==> src/rtl/i2c_bt_pkg.sv <==
package i2c_bt_pkg;

   typedef enum logic [3:0] {
      S_IDLE,
      S_STHOLD,
      S_FALL,
      S_HELD,
      S_LOWP,
      S_RISE,
      S_HIGHP,
      S_RSSET,
      S_SPSET,
      S_BFREE
   } bt_state_e;

   typedef enum logic [1:0] {
      OP_BIT,
      OP_RSTART,
      OP_STOP
   } bt_op_e;

endpackage

==> src/rtl/i2c_bt_tick.sv <==
// Prescaled time base: one tick every (div+1) kernel cycles, realigned
// by restart so that each counted phase begins on a fresh tick window.
module i2c_bt_tick #(
   parameter int PW = 4
) (
   input  logic          clk,
   input  logic          rst_n,
   input  logic          restart,
   input  logic [PW-1:0] div,
   output logic          tick
);

   logic [PW-1:0] pc;

   always_ff @(posedge clk or negedge rst_n) begin
      if (!rst_n) begin
         pc <= '0;
      end else if (restart || pc == div) begin
         pc <= '0;
      end else begin
         pc <= pc + 1'b1;
      end
   end

   assign tick = (pc == div);

endmodule

==> src/rtl/i2c_bt_sync_filt.sv <==
// Line synchronizer followed by an optional stability filter.
module i2c_bt_sync_filt #(
   parameter int STAGES  = 2,
   parameter int DW      = 4,
   parameter bit FILT_EN = 1'b1
) (
   input  logic          clk,
   input  logic          rst_n,
   input  logic          din,
   input  logic [DW-1:0] len,
   output logic          dout
);

   logic [STAGES-1:0] sr;
   logic              s;

   always_ff @(posedge clk or negedge rst_n) begin
      if (!rst_n) begin
         sr <= '1;
      end else begin
         sr <= {sr[STAGES-2:0], din};
      end
   end

   assign s = sr[STAGES-1];

   generate
      if (FILT_EN) begin : g_filter
         logic          fo;
         logic [DW-1:0] fc;

         always_ff @(posedge clk or negedge rst_n) begin
            if (!rst_n) begin
               fo <= 1'b1;
               fc <= '0;
            end else if (len == '0) begin
               fo <= s;
               fc <= '0;
            end else if (s != fo) begin
               if (fc == len - 1'b1) begin
                  fo <= s;
                  fc <= '0;
               end else begin
                  fc <= fc + 1'b1;
               end
            end else begin
               fc <= '0;
            end
         end

         assign dout = (len == '0) ? s : fo;
      end else begin : g_bypass
         assign dout = s;
      end
   endgenerate

endmodule

==> src/rtl/i2c_bt_engine.sv <==
// Phase sequencer: walks START, data bit, repeated START and STOP through
// counted and edge-waiting phases and drives the open-drain enables.
module i2c_bt_engine
   import i2c_bt_pkg::*;
#(
   parameter int DW = 4,
   parameter int CW = 8
) (
   input  logic          clk,
   input  logic          rst_n,
   input  logic          tick,
   input  logic          scl_f,
   input  logic          cmd_start,
   input  logic          cmd_bit,
   input  logic          cmd_rstart,
   input  logic          cmd_stop,
   input  logic          bit_val,
   input  logic [DW-1:0] f_hold,
   input  logic [DW-1:0] f_setup,
   input  logic [CW-1:0] f_high,
   input  logic [CW-1:0] f_low,
   output logic          restart,
   output logic          scl_oe,
   output logic          sda_oe,
   output logic          bit_done,
   output bt_state_e     st
);

   bt_op_e        op;
   logic [CW-1:0] tc_a;
   logic [DW-1:0] tc_b;
   logic          la_done, lb_done, in_setup, dat;
   logic          la_fin, lb_fin, any_cmd, a_zero;

   assign any_cmd = cmd_bit | cmd_rstart | cmd_stop;
   assign a_zero  = (tc_a == '0);
   assign la_fin  = la_done | a_zero;
   assign lb_fin  = lb_done | (in_setup && tc_b == '0);

   always_comb begin
      restart = 1'b0;
      case (st)
         S_IDLE:          restart = cmd_start;
         S_HELD:          restart = any_cmd;
         S_RISE:          restart = scl_f;
         S_RSSET, S_SPSET: restart = tick && a_zero;
         default:         restart = 1'b0;
      endcase
   end

   always_ff @(posedge clk or negedge rst_n) begin
      if (!rst_n) begin
         st       <= S_IDLE;
         op       <= OP_BIT;
         tc_a     <= '0;
         tc_b     <= '0;
         la_done  <= 1'b0;
         lb_done  <= 1'b0;
         in_setup <= 1'b0;
         dat      <= 1'b1;
         scl_oe   <= 1'b0;
         sda_oe   <= 1'b0;
         bit_done <= 1'b0;
      end else begin
         bit_done <= 1'b0;
         case (st)
            S_IDLE: begin
               scl_oe <= 1'b0;
               sda_oe <= 1'b0;
               if (cmd_start) begin
                  sda_oe <= 1'b1;
                  tc_a   <= f_high;
                  st     <= S_STHOLD;
               end
            end
            S_STHOLD: begin
               if (tick) begin
                  if (a_zero) begin
                     scl_oe <= 1'b1;
                     st     <= S_FALL;
                  end else begin
                     tc_a <= tc_a - 1'b1;
                  end
               end
            end
            S_FALL: begin
               if (!scl_f) begin
                  st       <= S_HELD;
                  bit_done <= 1'b1;
               end
            end
            S_HELD: begin
               if (any_cmd) begin
                  if (cmd_bit) begin
                     op  <= OP_BIT;
                     dat <= bit_val;
                  end else if (cmd_rstart) begin
                     op  <= OP_RSTART;
                     dat <= 1'b1;
                  end else begin
                     op  <= OP_STOP;
                     dat <= 1'b0;
                  end
                  tc_a    <= f_low;
                  la_done <= 1'b0;
                  lb_done <= 1'b0;
                  if (f_hold == '0) begin
                     in_setup <= 1'b1;
                     tc_b     <= f_setup;
                     if (cmd_bit)         sda_oe <= !bit_val;
                     else if (cmd_rstart) sda_oe <= 1'b0;
                     else                 sda_oe <= 1'b1;
                  end else begin
                     in_setup <= 1'b0;
                     tc_b     <= f_hold - 1'b1;
                  end
                  st <= S_LOWP;
               end
            end
            S_LOWP: begin
               if (tick) begin
                  la_done <= la_fin;
                  lb_done <= lb_fin;
                  if (!la_done && !a_zero) begin
                     tc_a <= tc_a - 1'b1;
                  end
                  if (!lb_done) begin
                     if (!in_setup) begin
                        if (tc_b == '0) begin
                           in_setup <= 1'b1;
                           tc_b     <= f_setup;
                           sda_oe   <= !dat;
                        end else begin
                           tc_b <= tc_b - 1'b1;
                        end
                     end else if (tc_b != '0) begin
                        tc_b <= tc_b - 1'b1;
                     end
                  end
                  if (la_fin && lb_fin) begin
                     scl_oe <= 1'b0;
                     st     <= S_RISE;
                  end
               end
            end
            S_RISE: begin
               if (scl_f) begin
                  case (op)
                     OP_BIT: begin
                        tc_a <= f_high;
                        st   <= S_HIGHP;
                     end
                     OP_RSTART: begin
                        tc_a <= f_low;
                        st   <= S_RSSET;
                     end
                     default: begin
                        tc_a <= f_high;
                        st   <= S_SPSET;
                     end
                  endcase
               end
            end
            S_HIGHP: begin
               if (tick) begin
                  if (a_zero) begin
                     scl_oe <= 1'b1;
                     st     <= S_FALL;
                  end else begin
                     tc_a <= tc_a - 1'b1;
                  end
               end
            end
            S_RSSET: begin
               if (tick) begin
                  if (a_zero) begin
                     sda_oe <= 1'b1;
                     tc_a   <= f_high;
                     st     <= S_STHOLD;
                  end else begin
                     tc_a <= tc_a - 1'b1;
                  end
               end
            end
            S_SPSET: begin
               if (tick) begin
                  if (a_zero) begin
                     sda_oe <= 1'b0;
                     tc_a   <= f_low;
                     st     <= S_BFREE;
                  end else begin
                     tc_a <= tc_a - 1'b1;
                  end
               end
            end
            S_BFREE: begin
               if (tick) begin
                  if (a_zero) begin
                     st       <= S_IDLE;
                     bit_done <= 1'b1;
                  end else begin
                     tc_a <= tc_a - 1'b1;
                  end
               end
            end
            default: st <= S_IDLE;
         endcase
      end
   end

endmodule

==> src/rtl/i2c_bit_timer.sv <==
module i2c_bit_timer
   import i2c_bt_pkg::*;
#(
   parameter int PRE_W       = 4,
   parameter int DLY_W       = 4,
   parameter int CNT_W       = 8,
   parameter int DNF_W       = 4,
   parameter int SYNC_STAGES = 2,
   parameter bit FILT_EN     = 1'b1,
   localparam int OFF_HOLD   = PRE_W,
   localparam int OFF_SET    = OFF_HOLD + DLY_W,
   localparam int OFF_HIGH   = OFF_SET + DLY_W,
   localparam int OFF_LOW    = OFF_HIGH + CNT_W,
   localparam int TW_W       = OFF_LOW + CNT_W
) (
   input  logic             clk,
   input  logic             rst_n,
   input  logic [TW_W-1:0]  timing_word,
   input  logic [DNF_W-1:0] filt_len,
   input  logic             scl_in,
   input  logic             cmd_start,
   input  logic             cmd_bit,
   input  logic             cmd_rstart,
   input  logic             cmd_stop,
   input  logic             bit_val,
   output logic             scl_oe,
   output logic             sda_oe,
   output logic             bit_done
);

   generate
      if (SYNC_STAGES < 2) begin : g_chk_sync
         $error("SYNC_STAGES must be at least 2");
      end
      if (PRE_W < 1 || DLY_W < 1 || CNT_W < 1 || DNF_W < 1) begin : g_chk_w
         $error("field widths must be positive");
      end
   endgenerate

   bt_state_e        st_w;
   logic [TW_W-1:0]  cfg_q, cfg_nx;
   logic [DNF_W-1:0] dnf_q;
   logic             idle, tick, restart, scl_f;

   assign idle   = (st_w == S_IDLE);
   assign cfg_nx = idle ? timing_word : cfg_q;

   always_ff @(posedge clk or negedge rst_n) begin
      if (!rst_n) begin
         cfg_q <= '0;
         dnf_q <= '0;
      end else begin
         cfg_q <= cfg_nx;
         if (idle) dnf_q <= filt_len;
      end
   end

   i2c_bt_tick #(.PW(PRE_W)) u_tick (
      .clk     (clk),
      .rst_n   (rst_n),
      .restart (restart),
      .div     (cfg_nx[PRE_W-1:0]),
      .tick    (tick)
   );

   i2c_bt_sync_filt #(
      .STAGES  (SYNC_STAGES),
      .DW      (DNF_W),
      .FILT_EN (FILT_EN)
   ) u_sync (
      .clk   (clk),
      .rst_n (rst_n),
      .din   (scl_in),
      .len   (dnf_q),
      .dout  (scl_f)
   );

   i2c_bt_engine #(.DW(DLY_W), .CW(CNT_W)) u_eng (
      .clk        (clk),
      .rst_n      (rst_n),
      .tick       (tick),
      .scl_f      (scl_f),
      .cmd_start  (cmd_start),
      .cmd_bit    (cmd_bit),
      .cmd_rstart (cmd_rstart),
      .cmd_stop   (cmd_stop),
      .bit_val    (bit_val),
      .f_hold     (cfg_nx[OFF_HOLD +: DLY_W]),
      .f_setup    (cfg_nx[OFF_SET  +: DLY_W]),
      .f_high     (cfg_nx[OFF_HIGH +: CNT_W]),
      .f_low      (cfg_nx[OFF_LOW  +: CNT_W]),
      .restart    (restart),
      .scl_oe     (scl_oe),
      .sda_oe     (sda_oe),
      .bit_done   (bit_done),
      .st         (st_w)
   );

endmodule

==> config.mk <==
export PLATFORM = sky130hd
export DESIGN_NAME = i2c_bit_timer
export DESIGN_NICKNAME = d
export VERILOG_FILES = /design/src/rtl/i2c_bt_pkg.sv /design/src/rtl/i2c_bt_tick.sv /design/src/rtl/i2c_bt_sync_filt.sv /design/src/rtl/i2c_bt_engine.sv /design/src/rtl/i2c_bit_timer.sv
export SDC_FILE = /design/constraint.sdc
export NUM_CORES = 1
export LEC_CHECK = 0
export ABC_AREA = 1
export ABC_CLOCK_PERIOD_IN_PS = 4700
export CAP_MARGIN = 10
export CORE_UTILIZATION = 55
export DETAILED_ROUTE_END_ITERATION = 7
export PLACE_DENSITY_LB_ADDON = 0.15
export RECOVER_POWER = 50
export SLEW_MARGIN = 5
export SYNTH_ARGS = -nofsm -noshare
export SYNTH_HDL_FRONTEND = slang
export SYNTH_SLANG_ARGS = --single-unit
==> constraint.sdc <==
create_clock -name clk -period 4.7 [get_ports clk]
set_input_delay 0.47 -clock clk [delete_from_list [all_inputs] [get_ports clk]]
set_output_delay 0.47 -clock clk [all_outputs]
set_load 0.05 [all_outputs]
# Word level (Yosys, flattened, before mapping)
# Index checks and enable logic that the tools add are counted.
# W data, S select, Z words.
[word_totals]
reg_bits = 68
output_inout_bits = 3
wordCells = 180
[classes]
addsub = 6
n_eq_ne = 35
mux = 84
bitwise_logic = 4
reduce_logical = 34
[ops]
columns = ["operator", "n"]
rows = [
  ["$mux W4", 25],
  ["$mux W8", 12],
  ["$pmux W8 S7", 1],
  ["$pmux W4 S9", 1],
  ["$mux W1", 33],
  ["$ne A2 B1 Y1 const B", 16],
  ["$mux W28", 1],
  ["$eq A4 B3 Y1 const B", 4],
  ["$logic_not A4 Y1", 4],
  ["$pmux W4 S2", 2],
  ["$reduce_and A14 Y1", 1],
  ["$sub A4 B1 Y4 const B", 3],
  ["$reduce_and A11 Y1", 1],
  ["$ne A2 B2 Y1 const B", 5],
  ["$reduce_and A10 Y1", 1],
  ["$reduce_and A5 Y1", 2],
  ["$add A4 B1 Y4 const B", 2],
  ["$eq A4 B2 Y1 const B", 2],
  ["$eq A4 B4 Y1", 2],
  ["$eq A4 B4 Y1 const B", 2],
  ["$logic_not A8 Y1", 1],
  ["$pmux W1 S2", 4],
  ["$sub A8 B1 Y8 const B", 1],
  ["$reduce_bool A7 Y1", 1],
  ["other kinds (22)", 36],
]

# Logic depth before layout (Yosys ltp)
[depth]
ltp_word = 7
mapped_depth = 15
mapped_depth_nobuf = 14

# Modules after synthesis
# From an unflattened synthesis, not the netlist that was laid out.
[hier_totals]
cells_unflattened = 588
area_unflattened_um2 = 4098.9
[by_module_without_submodules]
columns = ["module", "instances", "cells_each", "area_each_um2"]
rows = [
  ["i2c_bt_engine", 1, 353, 2159.6],
  ["i2c_bit_timer", 1, 140, 1262.5],
  ["i2c_bt_sync_filt", 1, 56, 422.9],
  ["i2c_bt_tick", 1, 39, 254.0],
]

# Worst setup path before layout
# No wires, ideal clock.
[synth_path]
kind = "flip-flop to flip-flop"
startpoint = "register u_eng.st[2]"
endpoint = "register u_eng.sda_oe"
setup_ns = 0.119
arrival_ns = 2.011
required_ns = 4.581
setup_slack_ns = 2.570
path_stages_with_launch = 15
n_path_buf = 1
synth_period_minus_slack_ns = 2.130
path_cell_list = "dfrtp_1 -> nor2_2 -> nand2_2 -> buf_2 -> o21ai_0 -> ha_1 -> inv_1 -> nor2_4 -> nand2_1 -> nand2_1 -> nand3_1 -> a21oi_1 -> nand2_1 -> nand2_1 -> nand2_1"
[synth_between]
elab_chain_len = 5
[synth_lines]
columns = ["item", "line_no", "source"]
rows = [
  ["start: declaration", "i2c_bt_engine.sv:26", "output bt_state_e st"],
  ["start signal: assignment", "i2c_bt_engine.sv:53", "st <= S_IDLE;"],
  ["start signal: assignment", "i2c_bt_engine.sv:73", "st <= S_STHOLD;"],
  ["start signal: assignment", "i2c_bt_engine.sv:80", "st <= S_FALL;"],
  ["$logic_not A4 Y1", "i2c_bt_engine.sv:66, i2c_bit_timer.sv:45", ""],
  ["$mux W28", "i2c_bit_timer.sv:46", "assign cfg_nx = idle ? timing_word : cfg_q;"],
  ["$eq A4 B4 Y1 or $logic_not A4 Y1 (tied branches)", "i2c_bt_tick.sv:25, i2c_bt_engine.sv:107", ""],
  ["$ne A2 B1 Y1 (no source line)", "--", ""],
  ["$reduce_and A11 Y1 (no source line)", "--", ""],
  ["end signal: assignment", "i2c_bt_engine.sv:110", "if (cmd_bit) sda_oe <= !bit_val;"],
  ["end signal: assignment", "i2c_bt_engine.sv:132", "sda_oe <= !dat;"],
  ["end: declaration", "i2c_bt_engine.sv:24", "output logic sda_oe,"],
]
# Parallel ways exist; a longest one is shown, timed or not.
# A chain may end at the register's enable or synchronous reset.

# Final worst setup path
[layout_path]
startpoint = "register u_eng.st[0]"
endpoint = "register u_eng.sda_oe"
# The elaborated chain is that of the path after synthesis.

==> results_dict.tcl <==
set metrics [dict create \
    ys_seq_area_share_pct 43.41 \
    synth_ff_type "dfrtp_1" \
    numPortBuffers 42 \
    vias 3490 \
    viasPerCell 5.117 \
    violations "max-capacitance violations, max-slew violations" \
    synthTopCellsByArea "dfrtp_1 (41%), nand2_1 (20%), nand3_1 (8.1%), inv_1 (5.2%), dfstp_2 (2.7%)" \
    worst_slew_pin_slew_ns 2.058 \
    rr_startpoint "u_eng.st[0]" \
    hold_buffers 0 \
    htree_levels 3 \
    crit_chain "nor2_2, nand2_2, o21ai_0, ha_1, inv_1, nor2_4, nand2_1, nand2_1, nand3_1, a21oi_1, nand2_1, nand2_1, nand2_1" \
    grtUsageTotal_pct 26.68 \
    dp.cells 666 \
    synth-edff-count 0 \
    insertion_delay_ns 0.36 \
    overflow 0 \
    start_kind "flip-flop" \
    nets 628 \
    period_minus_slack_ns 3.111 \
    cts.clk_slew.worst_paths_ns 0.08 \
    synth_top_area_cell "dfrtp_1" \
    tns_ns 0 \
    detail_route.iter0.violations 231 \
    hold_class "flip-flop to flip-flop" \
    yosys.area.top_type_share_pct 40.74 \
    arrival_ns 3.36 \
    synth_common_cells "nand2_1 (207), dfrtp_1 (64), nand3_1 (64), inv_1 (54), nor2_1 (28)" \
    critPathMostFrequentCell "nand2_1" \
    die_h_um 86.55 \
    initial_core_util_pct 57.55 \
    dr.pass1.iters 5 \
    powerDensity_mw_per_mm2 742.0 \
    drv_cap 2 \
    grt_pass1_wl_um 15280 \
    cp_slowest_cell "nand2_2" \
    fin_cells 682 \
    relSlewSlack_pct -37.21 \
    post-route-period-util_pct 66.19 \
    yosysWarnings 0 \
    place.gp.congestion 0.9027 \
    pin_count 43 \
    ir_drop_v 0.0003657 \
    grt_start_max_net_pins 41 \
    final_antenna_net_count 0 \
    startpoint "u_eng.st[0]" \
    rsz0062_at_grt "no" \
    multi_input_area_mm2 0.001946 \
    hp-start "u_sync.sr[0]" \
    cts_tree "done" \
    antenna_found_initial 0 \
    worstSetupEndpointType "flip-flop" \
    synthArstFlopShare_pct 100.0 \
    crit_fanout 36 \
    syn-num-nets 583 \
    wl_per_cell_um 13.11 \
    worstPathRequired_ns 4.95 \
    syn_to_final_growth_pct 17.54 \
    total_power_w 0.003428 \
    clk_path_buf_depth 2 \
    clock_sinks 68 \
    numCtsBuffers 9 \
    drc 0 \
    fp.dieW_um 86.55 \
    timing.fmax_mhz 321.4 \
    finalMaxSlewViolations 71 \
    ys_types 32 \
    hold_viol 0 \
    crit_type "flip-flop to flip-flop" \
    seqCellArea_mm2 0.001707 \
    fp.dieArea_mm2 0.007490 \
    coreArea_mm2 0.006832 \
    antenna_cells 0 \
    cts_resized 0 \
    synthMostInstantiatedCell "nand2_1" \
    syn_avg_cell_area_um2 7.334 \
    grt_pass1_vias 3267 \
    drive_gt1_share_pct 8.362 \
    drt-total-wl_um 8944 \
    slowest_delay_ns 0.50 \
    syn_area_mm2 0.003931 \
    post_cts_buffers 0 \
    ys_ff_latch 68 \
    fin_skew_ns 0.008505 \
    netlist_instances 536 \
    power.leakage_nw 2.377 \
    rows 30 \
    status "finished with violations" \
    setup_viol 0 \
    clockRootBuffer "clkbuf_8" \
    fillCellCount 605 \
    hpwl_um 6538 \
]
## flip-flops by register name (all words and copies together), names as in the netlist, 2 cells and up
signal and count:
cfg_q 28, u_tick.pc 4, u_eng.tc_b 4, u_sync.g_filter.fc 4, u_eng.st 4, u_eng.op 2, u_eng.tc_a 8, dnf_q 4
u_sync.sr 2
## critical path: cells and delay by family (launching register included)
family / cells / cell delay (ns)
flops: 1 / 0.45
fa+ha+maj: 1 / 0.26
simple gates: 9 / 1.53
buf+inv: 1 / 0.07
compound gates: 2 / 0.67
## path summary, 6_finish.rpt
path | to | cells after the start | slack [ns]
hold reg to reg | u_sync.sr[1] | 0 | 0.36
setup / recovery | u_eng.sda_oe | 13 | 1.59
setup reg to reg | u_eng.sda_oe | 13 | 1.59
hold / removal | u_sync.sr[1] | 0 | 0.36
max in group asynchronous | u_eng.lb_done | 2 | 1.60
min in group asynchronous | u_sync.g_filter.fc[0] | 1 | 0.48
## cell type report
cell class	count	area share [%]
clock buffers	11	3.060
well taps	96	2.600
flip-flops and latches	68	36.93
multi-input cells	398	42.11
repair buffers	43	9.044
inverters	61	4.955
clock inverters	5	1.300
## stage by stage
| step | cell area [µm²] | util, % | setup slack (ns) | hold slack (ns) |
|---|---|---|---|---|
| floorplan | 3931 | - | 2.570 | 0.1744 |
| global placement | 4424 | 64.76 | 1.872 | 0.3482 |
| detailed placement | 4424 | 64.76 | 1.628 | 0.3503 |
| CTS | 4626 | 67.71 | 1.612 | 0.1546 |
| global route | 4621 | 67.64 | 0.7992 | 0.3698 |
| finish | 4621 | 67.64 | 1.589 | 0.3595 |
## placed cells by master (no fill, tap or decap), types with 2 or more instances in the layout
cell type	n
a21oi_1	7
clkbuf_1	3
clkbuf_8	10
clkdlybuf4s50_1	40
dfrtp_1	64
dfstp_2	4
ha_1	7
inv_1	54
inv_2	7
nand2_1	207
nand2_2	5
nand2_4	3
nand3_1	64
nand3b_1	5
nand4_1	6
nor2_1	28
nor2_2	4
nor2_4	3
nor2_8	2
nor3_1	4
o21ai_0	19
o21ai_1	7
or2_2	3
xnor2_1	7
xor2_1	9
## where the power goes
part           internal [W]  leakage [nW]  switching [W]  total, W
logic              0.000647          1.43        0.00128   0.00192
clock network      0.000262        0.0999       0.000242  0.000503
registers          0.000853         0.848       0.000148   0.00100
## routing by layer
metal | track usage (%) | wire (µm)
met3 | 3.810 | 420
met1 | 37.46 | 4191
met4 | 10.76 | 155
met2 | 41.85 | 4175
met5 | 0 | 0
## cells by family after synthesis
| kind of cell | after synthesis | synth area share (%) |
|---|---|---|
| adders and majority gates | 7 | 2.228 |
| buffers and inverters | 70 | 7.097 |
| DFF | 68 | 43.41 |
| AOI/OAI and AO/OA | 39 | 5.538 |
| and+or+nand+nor | 336 | 38.16 |
| xor gates and xnor gates | 16 | 3.565 |
Note: power is estimated with default switching activity, not from simulation.
